**src/rtl/hsr_pkg.sv**
```systemverilog
package hsr_pkg;

  localparam int LONG_BITS = 32;

  // number of bytes covered by an item of the given size code
  function automatic logic [2:0] item_bytes(input logic [1:0] sz);
    case (sz)
      2'b00:   return 3'd1;
      2'b01:   return 3'd2;
      default: return 3'd4;
    endcase
  endfunction

  // mask selecting the valid bits of a zero-extended item
  function automatic logic [LONG_BITS-1:0] item_mask(input logic [1:0] sz);
    case (sz)
      2'b00:   return 32'h0000_00FF;
      2'b01:   return 32'h0000_FFFF;
      default: return 32'hFFFF_FFFF;
    endcase
  endfunction

  // take an item out of a two-long window starting at a byte cursor
  function automatic logic [LONG_BITS-1:0] pick_item(input logic [2*LONG_BITS-1:0] win,
                                                     input logic [1:0] cur,
                                                     input logic [1:0] sz);
    logic [2*LONG_BITS-1:0] sh;
    sh = win >> {cur, 3'b000};
    return sh[LONG_BITS-1:0] & item_mask(sz);
  endfunction

  // top bit of an item for its size
  function automatic logic item_top(input logic [LONG_BITS-1:0] it, input logic [1:0] sz);
    case (sz)
      2'b00:   return it[7];
      2'b01:   return it[15];
      default: return it[31];
    endcase
  endfunction

  // cursor plus item length; bit 2 means the head long is used up
  function automatic logic [2:0] cursor_sum(input logic [1:0] cur, input logic [1:0] sz);
    return {1'b0, cur} + item_bytes(sz);
  endfunction

endpackage

```
**src/rtl/hsr_prefetch_q.sv**
```systemverilog
module hsr_prefetch_q #(
  parameter int DEPTH  = 8,
  parameter int CNT_W  = $clog2(DEPTH + 1),
  parameter int WIDTH  = 32
) (
  input  logic             clk,
  input  logic             rst_n,
  input  logic             flush,
  input  logic             push,
  input  logic [WIDTH-1:0] push_data,
  input  logic             pop,
  output logic [WIDTH-1:0] head0,
  output logic [WIDTH-1:0] head1,
  output logic [CNT_W-1:0] stored
);

  logic [DEPTH-1:0][WIDTH-1:0] slot_q;
  logic [DEPTH-1:0][WIDTH-1:0] slot_up;
  logic [CNT_W-1:0]            cnt_q;
  logic [CNT_W-1:0]            wr_idx;

  // each slot moves one place toward the head on a pop
  assign slot_up = slot_q >> WIDTH;
  assign wr_idx  = pop ? cnt_q - CNT_W'(1) : cnt_q;

  for (genvar i = 0; i < DEPTH; i++) begin : g_slot
    always_ff @(posedge clk) begin
      if (push && wr_idx == CNT_W'(i))
        slot_q[i] <= push_data;
      else if (pop)
        slot_q[i] <= slot_up[i];
    end
  end

  always_ff @(posedge clk) begin
    if (!rst_n || flush)
      cnt_q <= '0;
    else if (push && !pop)
      cnt_q <= cnt_q + CNT_W'(1);
    else if (pop && !push)
      cnt_q <= cnt_q - CNT_W'(1);
  end

  assign head0  = slot_q[0];
  assign head1  = slot_q[1];
  assign stored = cnt_q;

endmodule

```
**src/rtl/hsr_fetch_ctl.sv**
```systemverilog
module hsr_fetch_ctl #(
  parameter int DEPTH  = 8,
  parameter int CNT_W  = $clog2(DEPTH + 1),
  parameter int LONG_W = 17,
  parameter int GEN_W  = 3
) (
  input  logic              clk,
  input  logic              rst_n,
  input  logic              start_fire,
  input  logic [LONG_W-1:0] start_long,
  input  logic [CNT_W-1:0]  stored,
  input  logic              rsp_valid,
  output logic              req,
  output logic [LONG_W-1:0] req_addr,
  output logic [GEN_W-1:0]  gen,
  output logic [CNT_W-1:0]  inflight
);

  logic              active_q;
  logic [LONG_W-1:0] addr_q;
  logic [GEN_W-1:0]  gen_q;
  logic [CNT_W-1:0]  fly_q;
  logic [CNT_W:0]    reserved;
  logic              room;

  // queue slots plus requests still travelling must leave a free slot
  assign reserved = (CNT_W+1)'(stored) + (CNT_W+1)'(fly_q);
  assign room     = reserved < (CNT_W+1)'(DEPTH);
  assign req      = active_q && room && !start_fire;

  always_ff @(posedge clk) begin
    if (!rst_n) begin
      active_q <= 1'b0;
      addr_q   <= '0;
      gen_q    <= '0;
    end else if (start_fire) begin
      active_q <= 1'b1;
      addr_q   <= start_long;
      gen_q    <= gen_q + GEN_W'(1);
    end else if (req) begin
      addr_q   <= addr_q + LONG_W'(1);
    end
  end

  // stale responses still come back, so they stay counted until they do
  always_ff @(posedge clk) begin
    if (!rst_n)
      fly_q <= '0;
    else if (req && !rsp_valid)
      fly_q <= fly_q + CNT_W'(1);
    else if (rsp_valid && !req)
      fly_q <= fly_q - CNT_W'(1);
  end

  assign req_addr = addr_q;
  assign gen      = gen_q;
  assign inflight = fly_q;

endmodule

```
**src/rtl/hsr_item_align.sv**
```systemverilog
module hsr_item_align #(
  parameter int CNT_W = 4
) (
  input  logic [31:0]      head0,
  input  logic [31:0]      head1,
  input  logic [1:0]       cursor,
  input  logic [1:0]       size,
  input  logic [CNT_W-1:0] stored,
  output logic [31:0]      item,
  output logic             zero,
  output logic             msb,
  output logic             enough,
  output logic             pop,
  output logic [1:0]       next_cursor
);
  import hsr_pkg::*;

  logic [2:0]       span;
  logic [CNT_W+1:0] avail;

  assign span        = cursor_sum(cursor, size);
  assign avail       = {stored, 2'b00};
  assign enough      = avail >= (CNT_W+2)'(span);
  assign pop         = span[2];
  assign next_cursor = span[1:0];
  assign item        = pick_item({head1, head0}, cursor, size);
  assign zero        = (item == '0);
  assign msb         = item_top(item, size);

endmodule

```
**src/rtl/hub_stream_rdport.sv**
```systemverilog
module hub_stream_rdport #(
  parameter int ADDR_W = 19,
  parameter int DEPTH  = 8,
  parameter int RD_LAT = 3,
  localparam int LONG_W = ADDR_W - 2,
  localparam int CNT_W  = $clog2(DEPTH + 1),
  localparam int GEN_W  = $clog2(RD_LAT + 1) + 1
) (
  input  logic              clk,
  input  logic              rst_n,
  input  logic              wr_busy,
  input  logic              start_valid,
  input  logic [ADDR_W-1:0] start_addr,
  output logic              start_ready,
  input  logic              take_valid,
  input  logic [1:0]        take_size,
  output logic              take_ready,
  output logic [31:0]       take_data,
  output logic              take_zero,
  output logic              take_msb,
  output logic              mem_req,
  output logic [LONG_W-1:0] mem_addr,
  output logic [GEN_W-1:0]  mem_tag,
  input  logic              mem_rvalid,
  input  logic [31:0]       mem_rdata,
  input  logic [GEN_W-1:0]  mem_rtag
);

  // named internal events, also watched by the checker
  logic             start_fire;
  logic             take_fire;
  logic             rsp_push;
  logic             adv_pop;
  logic             item_enough;
  logic [1:0]       cursor_q;
  logic [1:0]       cursor_nx;
  logic [CNT_W-1:0] stored_cnt;
  logic [CNT_W-1:0] inflight_cnt;
  logic [GEN_W-1:0] gen_q;
  logic [31:0]      head0;
  logic [31:0]      head1;

  assign start_ready = !wr_busy;
  assign start_fire  = start_valid && start_ready;
  assign take_ready  = item_enough && !start_valid;
  assign take_fire   = take_valid && take_ready;
  assign rsp_push    = mem_rvalid && (mem_rtag == gen_q) && !start_fire;

  hsr_fetch_ctl #(
    .DEPTH(DEPTH), .CNT_W(CNT_W), .LONG_W(LONG_W), .GEN_W(GEN_W)
  ) u_fetch (
    .clk(clk), .rst_n(rst_n),
    .start_fire(start_fire), .start_long(start_addr[ADDR_W-1:2]),
    .stored(stored_cnt), .rsp_valid(mem_rvalid),
    .req(mem_req), .req_addr(mem_addr), .gen(gen_q), .inflight(inflight_cnt)
  );

  hsr_prefetch_q #(
    .DEPTH(DEPTH), .CNT_W(CNT_W), .WIDTH(32)
  ) u_queue (
    .clk(clk), .rst_n(rst_n),
    .flush(start_fire), .push(rsp_push), .push_data(mem_rdata),
    .pop(take_fire && adv_pop),
    .head0(head0), .head1(head1), .stored(stored_cnt)
  );

  hsr_item_align #(.CNT_W(CNT_W)) u_align (
    .head0(head0), .head1(head1), .cursor(cursor_q), .size(take_size),
    .stored(stored_cnt),
    .item(take_data), .zero(take_zero), .msb(take_msb),
    .enough(item_enough), .pop(adv_pop), .next_cursor(cursor_nx)
  );

  always_ff @(posedge clk) begin
    if (!rst_n)
      cursor_q <= '0;
    else if (start_fire)
      cursor_q <= start_addr[1:0];
    else if (take_fire)
      cursor_q <= cursor_nx;
  end

  assign mem_tag = gen_q;

endmodule

```
**config.mk**
```make
export PLATFORM = sky130hd
export DESIGN_NAME = hub_stream_rdport
export DESIGN_NICKNAME = d
export VERILOG_FILES = /design/src/rtl/hsr_pkg.sv /design/src/rtl/hsr_prefetch_q.sv /design/src/rtl/hsr_fetch_ctl.sv /design/src/rtl/hsr_item_align.sv /design/src/rtl/hub_stream_rdport.sv
export SDC_FILE = /design/constraint.sdc
export NUM_CORES = 1
export LEC_CHECK = 0
export CORE_MARGIN = 1.5
export CORE_UTILIZATION = 30
export DETAILED_ROUTE_END_ITERATION = 6
export SYNTH_ARGS = -nofsm -noshare
export SYNTH_HDL_FRONTEND = slang
export SYNTH_HIERARCHICAL = 1
export SYNTH_SLANG_ARGS = --single-unit
```
**constraint.sdc**
```tcl
create_clock -name clk -period 7 [get_ports clk]
set_input_delay 1.4 -clock clk [delete_from_list [all_inputs] [get_ports clk]]
set_output_delay 1.4 -clock clk [all_outputs]
set_load 0.02 [all_outputs]
```
==> run summary <==
Cell count after synthesis - 1007
Worst Setup End Kind - primary output
Least-Margin Pin Slew - 1.24 ns
Nets - 1131
Buf+Inv Stages, Crit Path - 4
H-tree Lvls - 1
Avg WL per Cell - 17.3 µm
Initial Utilization - 0.303
I/O Buffers - 118
Number of vias in the routed layout - 8330
Yosys warnings - 6
Tmin final - 5.55 ns
Total Routed Length - 30.1 mm
# IOs - 119
Hold Vio Cnt, Final - 0
Crit path from - take_size[1]
Crit path max-delay cell type - clkdlybuf4s50_1
Crit path capture - take_ready
Die Span Y - 225 µm
Syn_area_per_cell - 14.7 µm²
RSZ-0062 raised after global routing - no
Reg-to-Reg Start - cursor_q[1]$_SDFFE_PN0P_
Final setup viols - 0
Clock skew - 0.0155 ns
Area delta synth->final - 16.7%
Worst reg2reg path depth - 13
Post-CTS Setup Bufs - 0
Max-capacitance violation count - 0
CP cell instances - clkdlybuf4s50_1, buf_4, nor2_1, ha_1, inv_1, fa_1, xor2_1, ha_1, nor4_1, nand2_1, and2b_2, clkdlybuf4s50_1
Worst-path clk slew - 0.06 ns
# diodes - 0
Grt ovf - 0
Vias in the first global route - 8211
VDD IR max - 0.199 mV
Iteration-0 DRC Markers - 547
Area after DPL - 16200 µm²
Max Fanout on Critical Path - 23
Worst EP arrival - 4.15 ns
Fin area - 17300 µm²
R2R setup slack - 2.18 ns
R2r endpoint - u_queue/slot_q[97]$_DFFE_PP_
Slew HR - 0.171
CP Data Required Time - 5.60 ns
Period utilization - 0.793
Final TNS setup - 0 ns
Fmax - 180 MHz
DRC Markers - 0
Share of cells above drive strength 1 - 0.234
ANT nets after route - 0
CTS tree - done
Initial antenna violation count - 0
CTS Buf Count - 31
Post-cts sizing count - 0
WP depth - 12
Gr usage total - 0.118
Via/cell ratio - 4.78
Post-DP HPWL - 22.5 mm
Rows - 81
Clock Root Buffer - clkbuf_16
Clock Latency Late Sink - 0.57 ns
Wire length of the first global-routing pass - 47.6 mm
Die ar. - 50700 µm²
Core ar. - 48800 µm²
Status - finished, final reports clean
Worst setup SP type - input pin
Clk sinks - 287
Post-synthesis net count - 1084
1st-pass router iterations - 4
Delay-heaviest family, CP - buffers and inverters
P per Cell Area - 246 nW/µm²
Largest net degree at the start of global routing - 35
Slowest Stage Delay on Critical Path - 0.57 ns
WS Path Type - input pin to primary output
Hold-fix buffer count after cts - 0
Hold/Removal Path Class - flip-flop to flip-flop
Leakage - 0.00610 µW
Die extent in x - 225 µm
GP Congestion - 0.806
Slew Limit Fails - 0
Netlist Area Pre-Place - 14800 µm²
Clock tree buffer depth - 3
==> layer usage <==
metal  part of all wire  wire length (µm)  global-route usage  vias to the layer above
met5                  0                 0                   0                        -
met4              0.019               559              0.0305                        0
met3              0.037              1110              0.0167                       39
met2               0.43             12800               0.176                      162
met1               0.52             15600               0.177                     4088
li1                   -                 -                   -                     4041
==> worst register-to-register path: stages, from the launching register on <==
cell	delay, ns
dfxtp_1	0.95
inv_1	0.16
fa_1	0.46
xor2_1	0.17
ha_1	0.19
nor4_1	0.20
nand2_1	0.10
and3b_2	0.24
and2_2	0.31
nand4b_1	0.19
o41ai_4	0.15
o21ai_2	0.99
nand2_1	0.13
buf_4	0.29
==> worst min-delay path by stage <==
stage	start	to	slack, ns	cells past startpoint
2_1_floorplan	u_fetch/active_q$_SDFFE_PN0P_	u_fetch/active_q$_SDFFE_PN0P_	0.43	1
3_3_place_gp	u_fetch/active_q$_SDFFE_PN0P_	u_fetch/active_q$_SDFFE_PN0P_	0.44	1
3_5_place_dp	u_fetch/active_q$_SDFFE_PN0P_	u_fetch/active_q$_SDFFE_PN0P_	0.46	1
4_1_cts	u_fetch/active_q$_SDFFE_PN0P_	u_fetch/active_q$_SDFFE_PN0P_	0.47	1
5_1_grt	u_fetch/active_q$_SDFFE_PN0P_	u_fetch/active_q$_SDFFE_PN0P_	0.51	1
6_report	u_fetch/active_q$_SDFFE_PN0P_	u_fetch/active_q$_SDFFE_PN0P_	0.47	1
==> cell usage in the layout (no fill, tap or decap), types with 10 or more instances in the layout <==
cell	instances
nor2b_1	11
mux2_4	90
clkbuf_16	31
nand2_1	26
dfxtp_1	30
clkdlybuf4s50_1	118
inv_1	12
or4_1	10
and2_1	25
edfxtp_1	256
nor2_1	12
a21oi_1	12
and3_1	34
mux4_2	33
o21ai_0	25
o21ai_2	34
o2bb2ai_1	128
buf_4	24
ha_1	13
==> per-stage QoR <==
stage,utilization,cells,hold WS [ns],power [µW],setup slack (ns)
after CTS,0.354,1743,0.474,4300,1.43
after floorplan,-,1007,0.434,2350,1.46
after global placement,0.331,1685,0.444,2540,1.12
final,0.354,1743,0.470,4250,1.45
after global routing,0.354,1743,0.507,4420,1.18
after detailed placement,0.331,1685,0.461,2550,1.06
==> flip-flops by register name, summed over array words and instances (netlist names) <==
| name | cells |
|---|---|
| u_queue/head0 | 32 |
| u_queue/slot_q | 192 |
| u_queue/head1 | 32 |
| u_fetch/inflight | 4 |
| u_fetch/req_addr | 17 |
| cursor_q | 2 |
| u_fetch/gen | 3 |
| u_queue/stored | 4 |
| u_fetch/active_q | 1 |
==> where the power goes <==
group	total (µW)	leakage [µW]	internal (µW)	switching (µW)
sequential	1990	0.00263	1940	55.0
combinational	514	0.00292	239	275
clock	1750	0.000545	1080	671
total	4250	0.00610	3250	1000
==> layout make-up <==
cell class | instances | area [µm²]
fillers | 4699 | 31600
flip-flops and latches | 287 | 8310
multi-input cells | 579 | 5620
repair buffers | 142 | 1360
well taps | 664 | 831
clock buffers | 35 | 791
clock inverters | 23 | 323
inverters | 13 | 48.8
(Power assumes the default switching activity.)
